**src/rtl/rtc_pkg.sv**
```systemverilog
package rtc_pkg;
   localparam int unsigned DW = 32;

   localparam logic [31:0] OFS_CTRL  = 32'h00;
   localparam logic [31:0] OFS_SEC   = 32'h04;
   localparam logic [31:0] OFS_ALARM = 32'h08;
   localparam logic [31:0] OFS_SCR   = 32'h34;
   localparam logic [31:0] OFS_UNLK  = 32'h3C;

   localparam int unsigned B_RDY  = 7;
   localparam int unsigned B_F1   = 6;
   localparam int unsigned B_IE1  = 5;
   localparam int unsigned B_FAL  = 4;
   localparam int unsigned B_IEAL = 3;
   localparam int unsigned B_ALEN = 2;
   localparam int unsigned B_RUN  = 0;
   localparam int unsigned B_UNLK = 31;
endpackage

```
**src/rtl/rtc_tick_div.sv**
```systemverilog
module rtc_tick_div #(
   parameter int unsigned TICKS_PER_SEC = 32768
) (
   input  logic clk,
   input  logic rst_n,
   input  logic slow_en,
   input  logic run,
   input  logic restart,
   output logic tick
);
   generate
      if (TICKS_PER_SEC == 1) begin : g_direct
         assign tick = slow_en && run && !restart;
      end else begin : g_count
         localparam int unsigned PW = $clog2(TICKS_PER_SEC);
         localparam logic [PW-1:0] LAST = PW'(TICKS_PER_SEC - 1);
         logic [PW-1:0] pre_q;
         assign tick = slow_en && run && !restart && (pre_q == LAST);
         always_ff @(posedge clk or negedge rst_n) begin
            if (!rst_n)                pre_q <= '0;
            else if (restart)          pre_q <= '0;
            else if (slow_en && run)   pre_q <= (pre_q == LAST) ? '0 : pre_q + 1'b1;
         end
      end
   endgenerate
endmodule

```
**src/rtl/rtc_write_gate.sv**
```systemverilog
module rtc_write_gate import rtc_pkg::*; #(
   parameter int unsigned ADDR_W     = 8,
   parameter int unsigned XFER_TICKS = 2,
   parameter bit          WPROT      = 1'b1,
   parameter logic [31:0] UNLOCK_KEY = 32'h0000_A55A
) (
   input  logic              clk,
   input  logic              rst_n,
   input  logic              slow_en,
   input  logic              we,
   input  logic [ADDR_W-1:0] addr,
   input  logic [DW-1:0]     wdata,
   output logic              ready,
   output logic              unlocked,
   output logic              wr_acc
);
   localparam int unsigned BW = $clog2(XFER_TICKS + 1);
   localparam logic [BW-1:0] BUSY_LOAD = BW'(XFER_TICKS);
   localparam logic [ADDR_W-1:0] A_CTRL  = ADDR_W'(OFS_CTRL);
   localparam logic [ADDR_W-1:0] A_SEC   = ADDR_W'(OFS_SEC);
   localparam logic [ADDR_W-1:0] A_ALARM = ADDR_W'(OFS_ALARM);
   localparam logic [ADDR_W-1:0] A_SCR   = ADDR_W'(OFS_SCR);
   localparam logic [ADDR_W-1:0] A_UNLK  = ADDR_W'(OFS_UNLK);

   logic [BW-1:0] busy_q;
   logic          target;

   assign target = (addr == A_CTRL) || (addr == A_SEC) || (addr == A_ALARM) || (addr == A_SCR);
   assign ready  = (busy_q == '0);
   assign wr_acc = we && target && ready && unlocked;

   always_ff @(posedge clk or negedge rst_n) begin
      if (!rst_n)                    busy_q <= '0;
      else if (wr_acc)               busy_q <= BUSY_LOAD;
      else if (slow_en && !ready)    busy_q <= busy_q - 1'b1;
   end

   generate
      if (WPROT) begin : g_lock
         logic key_hit;
         logic unl_q;
         assign key_hit  = we && (addr == A_UNLK) && (wdata == UNLOCK_KEY);
         assign unlocked = unl_q;
         always_ff @(posedge clk or negedge rst_n) begin
            if (!rst_n)       unl_q <= 1'b0;
            else if (key_hit) unl_q <= 1'b1;
            else if (wr_acc)  unl_q <= 1'b0;
         end
      end else begin : g_open
         assign unlocked = 1'b1;
      end
   endgenerate
endmodule

```
**src/rtl/rtc_bus_alarm.sv**
```systemverilog
module rtc_bus_alarm import rtc_pkg::*; #(
   parameter int unsigned ADDR_W        = 8,
   parameter int unsigned TICKS_PER_SEC = 32768,
   parameter int unsigned XFER_TICKS    = 2,
   parameter bit          WPROT         = 1'b1,
   parameter logic [31:0] UNLOCK_KEY    = 32'h0000_A55A
) (
   input  logic              clk,
   input  logic              rst_n,
   input  logic              slow_en,
   input  logic [ADDR_W-1:0] bus_addr,
   input  logic              bus_we,
   input  logic [DW-1:0]     bus_wdata,
   output logic [DW-1:0]     bus_rdata,
   output logic              irq
);
   localparam logic [ADDR_W-1:0] A_CTRL  = ADDR_W'(OFS_CTRL);
   localparam logic [ADDR_W-1:0] A_SEC   = ADDR_W'(OFS_SEC);
   localparam logic [ADDR_W-1:0] A_ALARM = ADDR_W'(OFS_ALARM);
   localparam logic [ADDR_W-1:0] A_SCR   = ADDR_W'(OFS_SCR);
   localparam logic [ADDR_W-1:0] A_UNLK  = ADDR_W'(OFS_UNLK);

   generate
      if (ADDR_W < 6)         begin : g_bad_aw   $error("ADDR_W must reach offset 0x3C"); end
      if (XFER_TICKS < 1)     begin : g_bad_xf   $error("XFER_TICKS must be at least 1"); end
      if (TICKS_PER_SEC < 1)  begin : g_bad_tps  $error("TICKS_PER_SEC must be at least 1"); end
   endgenerate

   logic          wr_ready, unlocked, wr_acc, sec_tick;
   logic [DW-1:0] sec_q, alarm_q, scr_q;
   logic          run_q, alen_q, ie1_q, ieal_q, f1_q, fal_q;
   logic          wr_ctrl, wr_sec, alarm_hit;

   rtc_write_gate #(
      .ADDR_W(ADDR_W), .XFER_TICKS(XFER_TICKS), .WPROT(WPROT), .UNLOCK_KEY(UNLOCK_KEY)
   ) u_gate (
      .clk(clk), .rst_n(rst_n), .slow_en(slow_en), .we(bus_we), .addr(bus_addr),
      .wdata(bus_wdata), .ready(wr_ready), .unlocked(unlocked), .wr_acc(wr_acc)
   );

   assign wr_ctrl = wr_acc && (bus_addr == A_CTRL);
   assign wr_sec  = wr_acc && (bus_addr == A_SEC);

   rtc_tick_div #(.TICKS_PER_SEC(TICKS_PER_SEC)) u_div (
      .clk(clk), .rst_n(rst_n), .slow_en(slow_en), .run(run_q),
      .restart(wr_sec), .tick(sec_tick)
   );

   assign alarm_hit = alen_q && (sec_q == alarm_q);

   always_ff @(posedge clk or negedge rst_n) begin
      if (!rst_n) begin
         sec_q   <= '0;
         alarm_q <= '0;
         scr_q   <= '0;
      end else begin
         if (wr_sec)        sec_q <= bus_wdata;
         else if (sec_tick) sec_q <= sec_q + 1'b1;
         if (wr_acc && (bus_addr == A_ALARM)) alarm_q <= bus_wdata;
         if (wr_acc && (bus_addr == A_SCR))   scr_q   <= bus_wdata;
      end
   end

   always_ff @(posedge clk or negedge rst_n) begin
      if (!rst_n) begin
         run_q  <= 1'b0;
         alen_q <= 1'b0;
         ie1_q  <= 1'b0;
         ieal_q <= 1'b0;
         f1_q   <= 1'b0;
         fal_q  <= 1'b0;
      end else begin
         if (wr_ctrl) begin
            run_q  <= bus_wdata[B_RUN];
            alen_q <= bus_wdata[B_ALEN];
            ie1_q  <= bus_wdata[B_IE1];
            ieal_q <= bus_wdata[B_IEAL];
         end
         f1_q  <= (wr_ctrl ? (f1_q  & bus_wdata[B_F1])  : f1_q)  | sec_tick;
         fal_q <= (wr_ctrl ? (fal_q & bus_wdata[B_FAL]) : fal_q) | alarm_hit;
      end
   end

   assign irq = (f1_q && ie1_q) || (fal_q && ieal_q);

   always_comb begin
      bus_rdata = '0;
      unique case (bus_addr)
         A_CTRL: begin
            bus_rdata[B_RDY]  = wr_ready;
            bus_rdata[B_F1]   = f1_q;
            bus_rdata[B_IE1]  = ie1_q;
            bus_rdata[B_FAL]  = fal_q;
            bus_rdata[B_IEAL] = ieal_q;
            bus_rdata[B_ALEN] = alen_q;
            bus_rdata[B_RUN]  = run_q;
         end
         A_SEC:   bus_rdata = sec_q;
         A_ALARM: bus_rdata = alarm_q;
         A_SCR:   bus_rdata = scr_q;
         A_UNLK:  bus_rdata[B_UNLK] = WPROT ? unlocked : 1'b1;
         default: bus_rdata = '0;
      endcase
   end
endmodule

```
**config.mk**
```make
export PLATFORM = sky130hd
export DESIGN_NAME = rtc_bus_alarm
export DESIGN_NICKNAME = d
export VERILOG_FILES = /design/src/rtl/rtc_pkg.sv /design/src/rtl/rtc_tick_div.sv /design/src/rtl/rtc_write_gate.sv /design/src/rtl/rtc_bus_alarm.sv
export SDC_FILE = /design/constraint.sdc
export NUM_CORES = 1
export LEC_CHECK = 0
export BUFFER_PORTS_ARGS = -buffer_cell sky130_fd_sc_hd__buf_2
export CORE_MARGIN = 10
export CORE_UTILIZATION = 59
export DETAILED_ROUTE_END_ITERATION = 10
export PLACE_DENSITY = 0.8
export SETUP_SLACK_MARGIN = 0.3
export SLEW_MARGIN = 20
export SYNTH_ARGS = -nofsm -noshare
export SYNTH_HDL_FRONTEND = slang
export SYNTH_SLANG_ARGS = --single-unit
```
**constraint.sdc**
```tcl
create_clock -name clk -period 2.28 [get_ports clk]
set_input_delay 0.228 -clock clk [delete_from_list [all_inputs] [get_ports clk]]
set_output_delay 0.228 -clock clk [all_outputs]
set_load 0.01 [all_outputs]
```
==> load_flow_metrics.sql <==
INSERT INTO impl_metrics (metric_group, metric, value, unit) VALUES
('power', 'power.static_leakage', '4.06', 'nW'),
('setup_path', 'critical_path_required', '2570', 'ps'),
('global_route', 'grt_max_degree', '51', ''),
('sta', 'tightestPinTransition', '561', 'ps'),
('sta', 'final_period_minus_worst_setup_slack', '2110', 'ps'),
('global_route', 'wire_length_of_the_first_global_routing_pass', '32.0', 'mm'),
('setup_path', 'cell_class_contributing_the_biggest_share_of_worst_path_delay', 'simple AND/OR/NAND/NOR gates', ''),
('detailed_routing', 'drt-total-wl', '20.9', 'mm'),
('logic_synthesis', 'seq_area_frac_synth', '44.5', '%'),
('clocking', 'tritoncts_num_sinks', '120', ''),
('setup_path', 'worst-setup-path-type', 'reg2reg', ''),
('sta', 'max_clk_rate', '473', 'MHz'),
('hold_path', 'hold_class', 'in2reg', ''),
('final_layout', 'final_nets', '818', ''),
('clocking', 'h_tree_depth_reported_by_cts', '4', ''),
('final_layout', 'final_cell_area', '0.00847', 'mm²'),
('global_route', 'vias_in_the_first_global_route', '5992', ''),
('sta', 'setup-tns-final', '0', 'ps'),
('logic_synthesis', 'synth.cell_area', '0.00675', 'mm²'),
('floorplan', 'die_height', '127', 'µm'),
('run', 'maxCapViolations', '0', ''),
('setup_path', 'path_max_fanout', '5', ''),
('power', 'power.ir.vdd_worst', '703', 'µV'),
('setup_path', 'worstSetupStartpointType', 'register', ''),
('detailed_routing', 'average_wire_length_per_cell_after_detail_routing', '22.6', 'µm'),
('sta', 'whs', '60.8', 'ps'),
('outcome', 'outcome', 'finished, final reports clean', ''),
('floorplan', 'die_area', '0.0161', 'mm²'),
('final_layout', 'post_route_cells_drive_above_1_share', '32.7', '%'),
('final_layout', 'fillerInstances', '716', ''),
('global_route', 'gr-total-overflow', '0', ''),
('logic_synthesis', 'synth.top_cells.by_count', 'sky130_fd_sc_hd__dfrtp_1 (120), sky130_fd_sc_hd__nand2_1 (85), sky130_fd_sc_hd__o21ai_0 (48)', ''),
('placement', 'place_inst', '880', ''),
('sta', 'final_min_period_over_clock_period', '92.6', '%'),
('floorplan', 'top_level_ports', '77', ''),
('sta', 'timing.final.setup_violations', '0', ''),
('detailed_routing', 'vias_per_cell', '6.50', ''),
('logic_synthesis', 'synthMostInstantiatedCell', 'sky130_fd_sc_hd__dfrtp_1', ''),
('logic_synthesis', 'synth_enable_flop_cells', '0', ''),
('setup_path', 'critical_path.max_stage_delay', '390', 'ps'),
('global_route', 'antenna_found_initial', '1', ''),
('sta', 'rsz0062_at_grt', 'true', ''),
('final_layout', 'area_occupied_by_multi_input_gates', '0.00362', 'mm²'),
('logic_synthesis', 'post_synthesis_cell_type_with_the_largest_combined_area', 'sky130_fd_sc_hd__dfrtp_1', ''),
('sta', 'fin_skew', '6.55', 'ps'),
('logic_synthesis', 'synthDominantCellAreaShare', '44.5', '%'),
('logic_synthesis', 'yosysWarnings', '0', ''),
('power', 'power_density_cells', '630', 'mW/mm²'),
('detailed_routing', 'post-route-drc-count', '0', ''),
('sta', 'timing_max_transition_violations_final', '0', ''),
('floorplan', 'dieWidth', '127', 'µm'),
('final_layout', 'register_area', '0.00302', 'mm²'),
('logic_synthesis', 'synth_area_per_cell', '10.2', 'µm²'),
('clocking', 'cts_tree', 'built', ''),
('placement', 'dp.final_hpwl', '14.3', 'mm'),
('placement', 'globalplace.congestion', '0.957', ''),
('logic_synthesis', 'top_reg_cell_synth', 'sky130_fd_sc_hd__dfrtp_1', ''),
('logic_synthesis', 'synth_top_cells_by_area', 'sky130_fd_sc_hd__dfrtp_1 (45%), sky130_fd_sc_hd__mux2_2 (7.3%), sky130_fd_sc_hd__xnor2_1 (4.8%)', ''),
('logic_synthesis', 'yosys_register_bits', '120', ''),
('final_layout', 'fin_util', '76.8', '%'),
('floorplan', 'num_rows', '38', ''),
('sta', 'timing_hold_violations_final', '0', ''),
('final_layout', 'area_delta_synth_final', '25.5', '%'),
('setup_path', 'timing.critical_path.slowest_stage_cell', 'sky130_fd_sc_hd__dfrtp_1', ''),
('placement', 'detailed_place.area', '0.00750', 'mm²'),
('clocking', 'max-clock-path-buffers', '2', ''),
('final_layout', 'n_antenna_cell', '0', ''),
('floorplan', 'core', '0.0110', 'mm²'),
('detailed_routing', 'dr.first_iter.drc_count', '919', ''),
('global_route', 'groute.usage.overall', '24.8', '%'),
('setup_path', 'crit_chain', 'ha_1 > and3_1 > nand4_2 > buf_4 > nor4_2 > xnor2_1 > o21ai_0', '');
## cells in the final DEF (no fill, tap or decap), types with 14 or more instances in the layout
cell	n
sky130_fd_sc_hd__a22oi_1	18
sky130_fd_sc_hd__buf_2	69
sky130_fd_sc_hd__buf_4	38
sky130_fd_sc_hd__clkbuf_16	18
sky130_fd_sc_hd__dfrtp_1	110
sky130_fd_sc_hd__inv_1	14
sky130_fd_sc_hd__mux2_1	24
sky130_fd_sc_hd__mux2_2	44
sky130_fd_sc_hd__nand2_1	85
sky130_fd_sc_hd__nand3_1	16
sky130_fd_sc_hd__nand4_1	23
sky130_fd_sc_hd__nor2_1	25
sky130_fd_sc_hd__nor3_1	15
sky130_fd_sc_hd__nor4_1	14
sky130_fd_sc_hd__o21ai_0	41
sky130_fd_sc_hd__xnor2_1	37
sky130_fd_sc_hd__xor2_1	30
## metal layers
metal	track usage (%)	vias up	wire length, µm
li1	-	2622	-
met1	30.0	2975	8160
met2	40.4	339	10100
met3	8.12	72	1990
met4	8.98	2	601
met5	0	-	11
## worst register-to-register path: stages, from the launching register on
cell	delay [ps]
sky130_fd_sc_hd__dfrtp_1	390
sky130_fd_sc_hd__ha_1	160
sky130_fd_sc_hd__and3_1	210
sky130_fd_sc_hd__nand4_2	210
sky130_fd_sc_hd__buf_4	230
sky130_fd_sc_hd__nor4_2	280
sky130_fd_sc_hd__xnor2_1	130
sky130_fd_sc_hd__o21ai_0	360
## stage by stage
step | total power, W | setup WS [ps]
final | 0.00534 | 168
after floorplan | 0.00229 | 334
after detailed placement | 0.00246 | 109
after global placement | 0.00245 | 132
after CTS | 0.00534 | 302
after global routing | 0.00546 | 130
## registers in the layout, summed over array words and instances, names as in the netlist
| register | count |
|---|---|
| scr_q | 32 |
| ieal_q | 1 |
| u_div.g_count.pre_q | 15 |
| fal_q | 1 |
| u_gate.busy_q | 2 |
| alarm_q | 32 |
| u_gate.unlocked | 1 |
| run_q | 1 |
| sec_q | 32 |
| alen_q | 1 |
| f1_q | 1 |
| ie1_q | 1 |
## where the power goes
part	total [W]	internal (W)	switching, W
registers	0.00216	0.00215	0.0000103
clock network	0.00290	0.00191	0.000990
logic	0.000280	0.000101	0.000179
## final cells by class
cell class / count / share of cell area, %
multi-input combinational: 490 / 42.8
clock buffer: 20 / 5.51
clock inverter: 12 / 2.04
timing repair buffer: 128 / 11.3
inverter: 14 / 0.621
tap: 140 / 2.07
sequential: 120 / 35.6
## final timing paths
kind                                    from               end  slack (ps)  cells after the start
worst max-delay path                sec_q[1]         sec_q[30]         170                      7
worst min register to register     scr_q[31]         scr_q[31]         490                      1
min in group asynchronous              rst_n  u_gate.busy_q[1]         310                      2
worst max register to register      sec_q[1]         sec_q[30]         170                      7
worst min-delay path            bus_wdata[1]          sec_q[1]          60                      3
max in group asynchronous              rst_n         sec_q[11]        1320                      3
## kinds of logic after synthesis
group	after synthesis	synth area share [%]
AO/OA/AOI/OAI	99	9.16
XOR/XNOR	67	8.70
adder cells (fa/ha/maj)	3	0.556
buffers and inverters	51	3.84
flip-flops	120	44.5
multiplexers	78	12.8
AND/OR/NAND/NOR	243	20.4
## repair_timing
item                                    in CTS  in global routing
endpoints found under the setup margin      40                 50
cloned                                       2                  1
setup buffers                                3                  5
endpoints found under the hold margin       32                  0
hold buffers                                 1                  0
resized for setup                           14                 50
pin swaps                                    2                 11
Power figures use the tool's default switching activity.
